File: config.mk
export PLATFORM = sky130hd
export DESIGN_NAME = irq_vector_core
export DESIGN_NICKNAME = d
export VERILOG_FILES = /design/src/rtl/irqv_pkg.sv /design/src/rtl/irqv_edge.sv /design/src/rtl/irqv_prio.sv /design/src/rtl/irqv_clear_check.sv /design/src/rtl/irq_vector_core.sv
export SDC_FILE = /design/constraint.sdc
export NUM_CORES = 1
export LEC_CHECK = 0
export BUFFER_PORTS_ARGS = -buffer_cell sky130_fd_sc_hd__buf_4
export CAP_MARGIN = 20
export CORE_MARGIN = 4
export CORE_UTILIZATION = 35
export DETAILED_ROUTE_END_ITERATION = 10
export GPL_TIMING_DRIVEN = 0
export PLACE_DENSITY_LB_ADDON = 0.1
export SLEW_MARGIN = 15
export SYNTH_ARGS = -nofsm -noshare
export SYNTH_HDL_FRONTEND = slang
export SYNTH_SLANG_ARGS = --single-unit
File: constraint.sdc
create_clock -name clk -period 4.2 [get_ports clk]
set_input_delay 0.84 -clock clk [delete_from_list [all_inputs] [get_ports clk]]
set_output_delay 0.84 -clock clk [all_outputs]
set_load 0.005 [all_outputs]
File: src/rtl/irqv_pkg.sv
package irqv_pkg;

    // Outcome of an acknowledge in the current cycle
    typedef enum logic [1:0] {
        ACK_IDLE    = 2'd0,
        ACK_EMPTY   = 2'd1,
        ACK_LOCAL   = 2'd2,
        ACK_CASCADE = 2'd3
    } ack_kind_e;

endpackage

File: src/rtl/irqv_edge.sv
module irqv_edge #(
    parameter int NUM_LINES = 8
) (
    input  logic                 clk,
    input  logic                 rst_n,
    input  logic [NUM_LINES-1:0] lvl_i,
    output logic [NUM_LINES-1:0] rise_o
);

    logic [NUM_LINES-1:0] prev_d, prev_q;

    always_comb begin
        prev_d = lvl_i;
    end

    always_ff @(posedge clk or negedge rst_n) begin
        if (!rst_n) prev_q <= '0;
        else        prev_q <= prev_d;
    end

    for (genvar g = 0; g < NUM_LINES; g++) begin : g_line
        assign rise_o[g] = lvl_i[g] & ~prev_q[g];
    end

endmodule

File: src/rtl/irqv_prio.sv
// Highest-numbered set bit finder
module irqv_prio #(
    parameter int NUM_LINES = 8,
    parameter int IDX_W     = 3
) (
    input  logic [NUM_LINES-1:0] vec_i,
    output logic                 any_o,
    output logic [IDX_W-1:0]     idx_o
);

    always_comb begin
        idx_o = '0;
        for (int i = 0; i < NUM_LINES; i++) begin
            if (vec_i[i]) idx_o = IDX_W'(i);
        end
    end

    assign any_o = |vec_i;

endmodule

File: src/rtl/irqv_clear_check.sv
// clear_o is 1 when no in-service bit sits at or above line_i
module irqv_clear_check #(
    parameter int NUM_LINES = 8,
    parameter int IDX_W     = 3
) (
    input  logic [NUM_LINES-1:0] isr_i,
    input  logic [IDX_W-1:0]     line_i,
    output logic                 clear_o
);

    logic [NUM_LINES-1:0] busy;

    for (genvar g = 0; g < NUM_LINES; g++) begin : g_busy
        assign busy[g] = isr_i[g] & (line_i <= IDX_W'(g));
    end

    assign clear_o = ~|busy;

endmodule

File: src/rtl/irq_vector_core.sv
module irq_vector_core
    import irqv_pkg::*;
#(
    parameter int NUM_LINES = 8,
    parameter int VEC_W     = 8
) (
    input  logic                 clk,
    input  logic                 rst_n,
    input  logic [NUM_LINES-1:0] irq_in,
    input  logic [NUM_LINES-1:0] mask_in,
    input  logic [VEC_W-1:0]     vec_base_in,
    input  logic                 auto_eoi_in,
    input  logic [NUM_LINES-1:0] cascade_map_in,
    input  logic                 ack_in,
    input  logic                 eoi_in,
    input  logic [((NUM_LINES > 1) ? $clog2(NUM_LINES) : 1)-1:0] eoi_line_in,
    output logic                 int_pulse_o,
    output logic [VEC_W-1:0]     vector_o,
    output logic                 vector_valid_o,
    output logic                 slave_vec_o,
    output logic [NUM_LINES-1:0] req_o,
    output logic [NUM_LINES-1:0] isr_o
);

    localparam int IDX_W = (NUM_LINES > 1) ? $clog2(NUM_LINES) : 1;
    localparam logic [VEC_W-1:0] LOW_MASK = VEC_W'((1 << IDX_W) - 1);

    typedef struct packed {
        logic [NUM_LINES-1:0] req;
        logic [NUM_LINES-1:0] isr;
        logic                 pulse;
        logic [VEC_W-1:0]     vec;
        logic                 vec_valid;
        logic                 slave;
    } core_state_t;

    core_state_t s_d, s_q;

    // ---------------- edge detection and new-request qualification
    logic [NUM_LINES-1:0] rise, accepted, line_clear;
    logic                 rise_fire;

    irqv_edge #(.NUM_LINES(NUM_LINES)) u_edge (
        .clk    (clk),
        .rst_n  (rst_n),
        .lvl_i  (irq_in),
        .rise_o (rise)
    );

    assign accepted = rise & ~mask_in;

    for (genvar g = 0; g < NUM_LINES; g++) begin : g_rise_chk
        irqv_clear_check #(.NUM_LINES(NUM_LINES), .IDX_W(IDX_W)) u_chk (
            .isr_i   (s_q.isr),
            .line_i  (IDX_W'(g)),
            .clear_o (line_clear[g])
        );
    end

    assign rise_fire = |(accepted & line_clear);

    // ---------------- acknowledge selection
    logic             ack_any;
    logic [IDX_W-1:0] ack_idx;

    irqv_prio #(.NUM_LINES(NUM_LINES), .IDX_W(IDX_W)) u_ack_sel (
        .vec_i (s_q.req),
        .any_o (ack_any),
        .idx_o (ack_idx)
    );

    logic [VEC_W-1:0] base_aligned, ack_vec;
    assign base_aligned = vec_base_in & ~LOW_MASK;
    assign ack_vec      = base_aligned | VEC_W'(ack_idx);

    // ---------------- register updates from ack, eoi and new requests
    logic [NUM_LINES-1:0] req_nx, isr_nx;
    logic                 reeval;
    ack_kind_e            ack_kind;

    always_comb begin
        req_nx   = s_q.req;
        isr_nx   = s_q.isr;
        reeval   = 1'b0;
        ack_kind = ACK_IDLE;
        if (ack_in) begin
            if (ack_any) begin
                req_nx[ack_idx] = 1'b0;
                ack_kind = cascade_map_in[ack_idx] ? ACK_CASCADE : ACK_LOCAL;
                if (auto_eoi_in) reeval = 1'b1;
                else             isr_nx[ack_idx] = 1'b1;
            end else begin
                ack_kind = ACK_EMPTY;
            end
        end
        if (eoi_in) begin
            isr_nx[eoi_line_in] = 1'b0;
            reeval = 1'b1;
        end
        req_nx = req_nx | accepted;
    end

    // ---------------- re-evaluation after a retired line
    logic             top_any, top_clear;
    logic [IDX_W-1:0] top_idx;

    irqv_prio #(.NUM_LINES(NUM_LINES), .IDX_W(IDX_W)) u_top_sel (
        .vec_i (req_nx),
        .any_o (top_any),
        .idx_o (top_idx)
    );

    irqv_clear_check #(.NUM_LINES(NUM_LINES), .IDX_W(IDX_W)) u_top_chk (
        .isr_i   (isr_nx),
        .line_i  (top_idx),
        .clear_o (top_clear)
    );

    // ---------------- next state
    always_comb begin
        s_d           = s_q;
        s_d.req       = req_nx;
        s_d.isr       = isr_nx;
        s_d.pulse     = rise_fire | (reeval & top_any & top_clear);
        s_d.vec_valid = (ack_kind != ACK_IDLE);
        case (ack_kind)
            ACK_EMPTY: begin
                s_d.vec   = base_aligned;
                s_d.slave = 1'b0;
            end
            ACK_LOCAL: begin
                s_d.vec   = ack_vec;
                s_d.slave = 1'b0;
            end
            ACK_CASCADE: begin
                s_d.vec   = ack_vec;
                s_d.slave = 1'b1;
            end
            default: begin
                s_d.vec   = s_q.vec;
                s_d.slave = s_q.slave;
            end
        endcase
    end

    always_ff @(posedge clk or negedge rst_n) begin
        if (!rst_n) s_q <= '0;
        else        s_q <= s_d;
    end

    assign int_pulse_o    = s_q.pulse;
    assign vector_o       = s_q.vec;
    assign vector_valid_o = s_q.vec_valid;
    assign slave_vec_o    = s_q.slave;
    assign req_o          = s_q.req;
    assign isr_o          = s_q.isr;

    // ---------------- assertions
    p_no_masked_capture_r2: assert property (@(posedge clk) disable iff (!rst_n)
        ((req_o & ~$past(req_o)) & $past(mask_in)) == '0);

    p_valid_after_ack_r5: assert property (@(posedge clk) disable iff (!rst_n)
        ack_in |=> vector_valid_o);

    p_isr_marked_r6: assert property (@(posedge clk) disable iff (!rst_n)
        (ack_in && !auto_eoi_in && !eoi_in && req_o != '0) |=> isr_o[vector_o[IDX_W-1:0]]);

    p_auto_keeps_isr_r7: assert property (@(posedge clk) disable iff (!rst_n)
        (ack_in && auto_eoi_in && !eoi_in) |=> isr_o == $past(isr_o));

    p_eoi_clears_r9: assert property (@(posedge clk) disable iff (!rst_n)
        (eoi_in && !ack_in) |=> !isr_o[$past(eoi_line_in)]);

    p_empty_ack_r10: assert property (@(posedge clk) disable iff (!rst_n)
        (ack_in && req_o == '0) |=> ((vector_o & LOW_MASK) == '0 && !slave_vec_o));

endmodule

==> results of run 1 <==
metal layers:
metal	routed length (um)	vias up	global-route usage
li1	-	768	-
met1	2070	753	0.214
met2	2220	49	0.269
met3	276	9	0.0397
met4	69	0	0.0601
met5	0	-	0
area by class of cell:
class,instances,area [um^2]
sequential,35,876
timing repair buffer,62,465
clock buffer,6,72.6
fill,482,2410
tap,67,83.8
multi-input combinational,119,811
inverter,13,48.8
buffer,5,22.5
flip-flops by register name (all words and copies together) (netlist names):
name / cells
slave_vec_o: 1
vector_valid_o: 1
req_o: 8
u_edge.prev_q: 8
int_pulse_o: 1
vector_o: 8
isr_o: 8
power by group through the flow:
stage	registers, W	logic [W]	clock network [W]
2_1_floorplan	0.000451	0.000172	0
3_3_place_gp	0.000456	0.000340	0
3_5_place_dp	0.000456	0.000339	0
4_1_cts	0.000451	0.000341	0.000229
5_1_grt	0.000460	0.000376	0.000243
6_report	0.000450	0.000336	0.000220
cells in the final DEF (no fill, tap or decap), types with 3 or more instances in the layout:
cell type  Yosys  final
mux2i_1        4      4
clkbuf_8       0      5
or3b_2         5      5
inv_1         13     13
dfrtp_1       35     35
buf_2          3      3
clkbuf_1       2      3
nor2b_1        4      4
mux2_2         6      6
a21oi_1       11     11
a31oi_1        3      3
o21ai_0        6      6
a21o_1         3      3
nand2_1       11     11
nor3_1         5      5
nand2b_1       3      3
nor2_1        14     14
buf_4          0     62
nor3b_1        6      6
kinds of logic (layout without fill, tap and decap cells):
logic type / after synthesis / in the layout / share of synthesized area
AND/OR/NAND/NOR: 63 / 63 / 0.217
AO/OA/AOI/OAI: 46 / 46 / 0.183
flip-flops: 35 / 35 / 0.498
buffers and inverters: 18 / 86 / 0.0406
multiplexers: 10 / 10 / 0.0612
through the flow:
stage	area [um^2]	worst slack (ns)	util	hold slack (ns)
floorplan	1760	1.86	-	0.475
global placement	2310	1.40	0.482	0.467
detailed placement	2310	1.43	0.482	0.470
CTS	2380	1.73	0.497	0.486
global route	2380	1.65	0.497	0.507
finish	2380	1.73	0.497	0.486
worst max-delay path by stage:
stage | startpoint | to | cells after the start
floorplan | ack_in | int_pulse_o | 7
global placement | ack_in | int_pulse_o | 7
detailed placement | ack_in | int_pulse_o | 7
CTS | ack_in | int_pulse_o | 7
global route | ack_in | int_pulse_o | 7
finish | ack_in | int_pulse_o | 7
critical path, stage by stage:
cell      delay (ns)
buf_2           0.17
or3b_2          0.47
a21oi_1         0.32
nand3b_1        0.19
o32ai_1         0.36
a221o_1         0.20
o31ai_1         0.07
==> summary.txt, run 1 <==
Run status
  • Status: complete, no violations

Clocking
  • Clock Tree Buf Depth: 2
  • Total CTS buffers: 5
  • CTS Sinks: 35
  • Cts repair resizes: 0
  • Post-CTS setup repair buffer count: 0
  • CTS tree: yes
  • H-tree lvl count: 2
  • Hold_buf cts: 0
  • CTS root buf: clkbuf_8
  • Worst-Skew Late Latency: 0.28 ns
  • Worst-path clk slew: 0.06 ns

Worst setup path
  • RR Endpoint: int_pulse_o
  • Worst R2R Setup Slack: about 1.9 ns
  • Kind of critical path: in2reg
  • Worst reg-to-reg path cell count: 6
  • Worst r2r src: req_o[4]
  • CP max FO: 10
  • Required @ worst endpoint: 4.37 ns
  • Worst Path Arrival: around 2.6 ns
  • Crit path capture type: flop
  • Critical Path Start Type: input pin

Placed design
  • Detailed Place HPWL: 3.63 mm
  • Dpl cells: 301
  • Count of buffers from port buffering: 62
  • GPL Wtd Cong: 0.818

Timing
  • Setup TNS: 0 ns
  • Min cycle time layout: about 2.5 ns
  • Slew headroom: 0.577
  • Worst-margin pin slew: 0.627 ns
  • Final setup skew: 0.00307 ns
  • Final hold violation count: 0
  • Fmax: 406 MHz
  • Period utilization: 0.587
  • Final Max Tran Viols: 0
  • RSZ-0062 raised after global routing: false
  • Setup Viol. Count Final: 0

Floorplan
  • Starting Density: 0.367
  • Die Ht: 78.9 um
  • Io pins: 67
  • Horiz. Die Dim: 78.9 um
  • Die Area: 0.00622 mm^2
  • Row cnt: 25
  • Placeable Area: 0.00479 mm^2

Global routing
  • Gr ovfl total: 0
  • Total Routing Usage GR: 0.165
  • First-pass GRT wire length: 8.03 mm
  • Vias in the first global route: 1648
  • Initial antenna violation count: 0
  • Largest net degree at the start of global routing: 36

Hold path
  • Worst Min Path Start: slave_vec_o
  • Hold path depth: 2
  • HP Class: reg2reg
  • Hold path endpoint: slave_vec_o

Logic synthesis
  • Synthesized flop and latch total: 35
  • Count leader, synth: dfrtp_1
  • Part of the Yosys area used for sequential elements: 0.498
  • Synth Warn #: 0
  • Area share of the largest cell type after synthesis: 0.498
  • Post-Synthesis Cell Area: 0.00176 mm^2
  • Commonest cells in the netlist: dfrtp_1, nor2_1, inv_1
  • Post-synth EDFFs: 0
  • Post-synth cell types: 46
  • Post-synth ARST share: 1.00
  • Cells after synthesis: 172
  • Syn_nets: roughly 210
  • Avg Cell Area, Syn: around 10 um^2
  • Yosys top cell by area: dfrtp_1
  • Top_reg_cell synth: dfrtp_1
  • Leading post-synthesis cells by cell area: dfrtp_1, mux2_2, a21oi_1, nor2_1, inv_1

Route
  • Detailed Route WL: 4.64 mm
  • Vias per cell: 5.14
  • Post-route ant nets: 0
  • DRT iter0 DRCs: 77
  • Via count: 1579
  • DRT Pass-1 Iters: 4
  • DRC: 0
  • Routed WL per cell: 15.1 um

Power
  • Leakage power: 1.12 nW
  • Logic pwr share: 0.334
  • Worst VDD drop: 269 uV
  • Sequential share of power: 0.447
  • PwrDens: 423 mW/mm^2
  • Sw Ratio: 0.318
  • Clock Power Share: 0.219
  • Psw: about 0.00032 W
  • Final Power: 0.00101 W
  • Cell internal pwr: 0.000687 W

Cells and area
  • Fraction of layout cells with a size suffix above 1: 0.371
  • Area Overhead vs Synth: 35.4%
  • Fin cells: 307
  • ANT cells: 0
  • Final nets: 281

Run
  • Max cap viols: 0
Power figures use the tool's default switching activity.
==> run 2: changes to the inputs <==
Clock period 4.2 ns to 2.4 ns, I/O delays scaled along.
==> run 2 against run 1 <==
Final cell count rose by 0.98%. Hold slack got worse by 0.35 ns. First-iteration DRC count fell by 29%. Setup slack got worse by 1.6 ns. Clock skew barely moved. Clock power rose by 75%.
==> summary.txt, run 2 (synthesis gave the netlist of run 1 again) <==
Timing
  • Setup Viol. Count Final: 0 (unchanged)
  • Fmax: ~450 MHz
  • Slew headroom: 0.581 (+0.00366)
  • RSZ-0062 raised after global routing: false
  • Period utilization: 0.930
  • Final hold violation count: 0 (unchanged)
  • Final Max Tran Viols: 0 (unchanged)
  • Setup TNS: 0 ns (unchanged)
  • Min cycle time layout: around 2.2 ns
  • Final setup skew: 0.00279 ns (-0.000275 ns)
  • Worst-margin pin slew: 0.622 ns (-0.00544 ns)
  • Final setup margin: 0.168 ns (-1.57 ns)

Global routing
  • Largest net degree at the start of global routing: 36 (unchanged)
  • Grt peak-use layer: met2
  • Vias in the first global route: 1648 (unchanged)
  • First-pass GRT wire length: 8.03 mm (unchanged)
  • GR Layer Usage met3: 0.0397 (unchanged)
  • Gr ovfl total: 0 (unchanged)
  • Initial antenna violation count: 0 (unchanged)
  • GR Layer Usage met1: 0.214 (unchanged)
  • Grt met2 use: 0.269 (unchanged)
  • Total Routing Usage GR: 0.165 (unchanged)

Placed design
  • Detailed Place HPWL: 3.63 mm (unchanged)
  • Placed inst area: 0.00231 mm^2 (unchanged)
  • Count of buffers from port buffering: 62 (unchanged)
  • Dpl cells: 301 (unchanged)
  • GPL Wtd Cong: 0.818 (unchanged)
  • Pre-CTS setup slack: -0.0121 ns (-1.44 ns)

Floorplan
  • Row cnt: 25 (unchanged)
  • Starting Density: 0.367 (unchanged)
  • Die Ht: 78.9 um (unchanged)
  • Die Area: 0.00622 mm^2 (unchanged)
  • Io pins: 67 (unchanged)
  • Horiz. Die Dim: 78.9 um (unchanged)
  • Placeable Area: 0.00479 mm^2 (unchanged)

Route
  • DRT iter0 DRCs: 55 (-29%)
  • Detailed Route WL: 4.66 mm (+0.32%)
  • Routed WL per cell: 15.0 um (-0.65%)
  • Vias per cell: 5.13 (-0.34%)
  • DRT Pass-1 Iters: 4 (unchanged)
  • DRC: 0 (unchanged)
  • Post-route ant nets: 0 (unchanged)
  • Via count: 1589 (+0.63%)

Worst setup path
  • CP max FO: 10 (unchanged)
  • Critical path's largest stage delay: 0.46 ns (about the same)
  • Bufs and invs on worst path: 1 (unchanged)
  • Worst path depth: 7 (unchanged)
  • Slowest CP cell: or3b_2
  • Worst Path Arrival: 2.40 ns (-0.23 ns)
  • Crit. Startpoint: req_o[7]
  • Top Family by Delay on Critical Path: simple AND/OR/NAND/NOR gates
  • Worst R2R Setup Slack: 0.17 ns (-1.72 ns)
  • Worst r2r src: req_o[7]
  • Crit path capture type: flop
  • Critical path destination: int_pulse_o
  • RR Endpoint: int_pulse_o
  • Kind of critical path: reg2reg
  • Required @ worst endpoint: 2.57 ns (-1.80 ns)
  • Worst path cell trace: buf_2 -> or3b_2 -> nor3_1 -> a41oi_1 -> o32ai_2 -> a221o_1 -> o31ai_1
  • Worst reg-to-reg path cell count: 7 (+1)
  • Critical Path Start Type: flop

Cells and area
  • Register area: 876 um^2 (unchanged)
  • Commonest non-fill, non-tap cells in the layout: buf_4, dfrtp_1, nor2_1
  • Design Area, Final: 0.00241 mm^2 (+1.3%)
  • Most common cell after layout, fill and taps aside: buf_4
  • Final nets: 284 (+1.1%)
  • Area Overhead vs Synth: 37.1%
  • Fillers: 478 (-0.83%)
  • Fraction of layout cells with a size suffix above 1: 0.383 (+0.0119)
  • ANT cells: 0 (unchanged)
  • Fin cells: 310 (+0.98%)
  • Multi-input logic area: 818 um^2 (+0.93%)

Power
  • Cell internal pwr: 0.00121 W (+77%)
  • Worst VDD drop: 475 uV (+76%)
  • PwrDens: 737 mW/mm^2 (+74%)
  • Clock Power Share: 0.217 (-0.002)
  • Psw: 0.000563 W (+76%)
  • Leakage power: 1.13 nW (+1.5%)
  • Final Power: 0.00178 W (+77%)
  • Sw Ratio: 0.317 (-0.000588)
  • Logic pwr share: 0.340 (+0.006)
  • Sequential share of power: 0.443 (-0.004)

Clocking
  • Total CTS buffers: 5 (unchanged)
  • Clock Tree Buf Depth: 2 (unchanged)
  • Worst-Skew Late Latency: 0.28 ns (about the same)
  • H-tree lvl count: 2 (unchanged)
  • CTS root buf: clkbuf_8
  • Hold_buf cts: 0 (unchanged)
  • CTS tree: yes
  • CTS Sinks: 35 (unchanged)
  • Worst-path clk slew: 0.06 ns (about the same)

Run
  • Max cap viols: 0 (unchanged)

Hold path
  • HP Class: in2async

Run status
  • Status: complete, no violations
run 2: power groups by stage:
stage               logic, W  registers, W  clock network [W]
global placement    0.000595      0.000798                  0
finish              0.000604      0.000788           0.000385
detailed placement  0.000593      0.000799                  0
CTS                 0.000596      0.000788           0.000401
global route        0.000674      0.000806           0.000425
floorplan           0.000300      0.000789                  0
run 2: layout make-up:
cell class | instances | area share
flip-flops and latches | 35 | 0.363
multi-input cells | 119 | 0.340
repair buffers | 65 | 0.202
well taps | 67 | 0.0348
clock buffers | 6 | 0.0301
inverters | 13 | 0.0202
plain buffers | 5 | 0.00935
run 2: worst min path at each step:
stage | depth (start not counted) | endpoint | slack (ns)
floorplan | 0 | int_pulse_o | 0.18
global placement | 1 | vector_o[4] | 0.46
detailed placement | 1 | slave_vec_o | 0.46
CTS | 1 | slave_vec_o | 0.15
global route | 1 | vector_o[4] | 0.17
finish | 1 | vector_o[4] | 0.14
run 2: metal layers:
metal	up-vias	part of all wire
met5	-	0
met4	0	0.016
met3	9	0.064
met2	51	0.48
met1	758	0.44
li1	771	-
run 2: timing repair:
item                                   4_1_cts  5_1_grt
endpoints found under the hold margin        0        0
setup buffers                                0        3
resized for setup                            0        1
setup endpoints to repair                    0        1
run 2: through the flow:
stage	utilization	hold slack (ns)
after floorplan	-	0.184
after global placement	0.482	0.464
after detailed placement	0.482	0.460
after CTS	0.497	0.151
after global routing	0.504	0.172
final	0.504	0.136
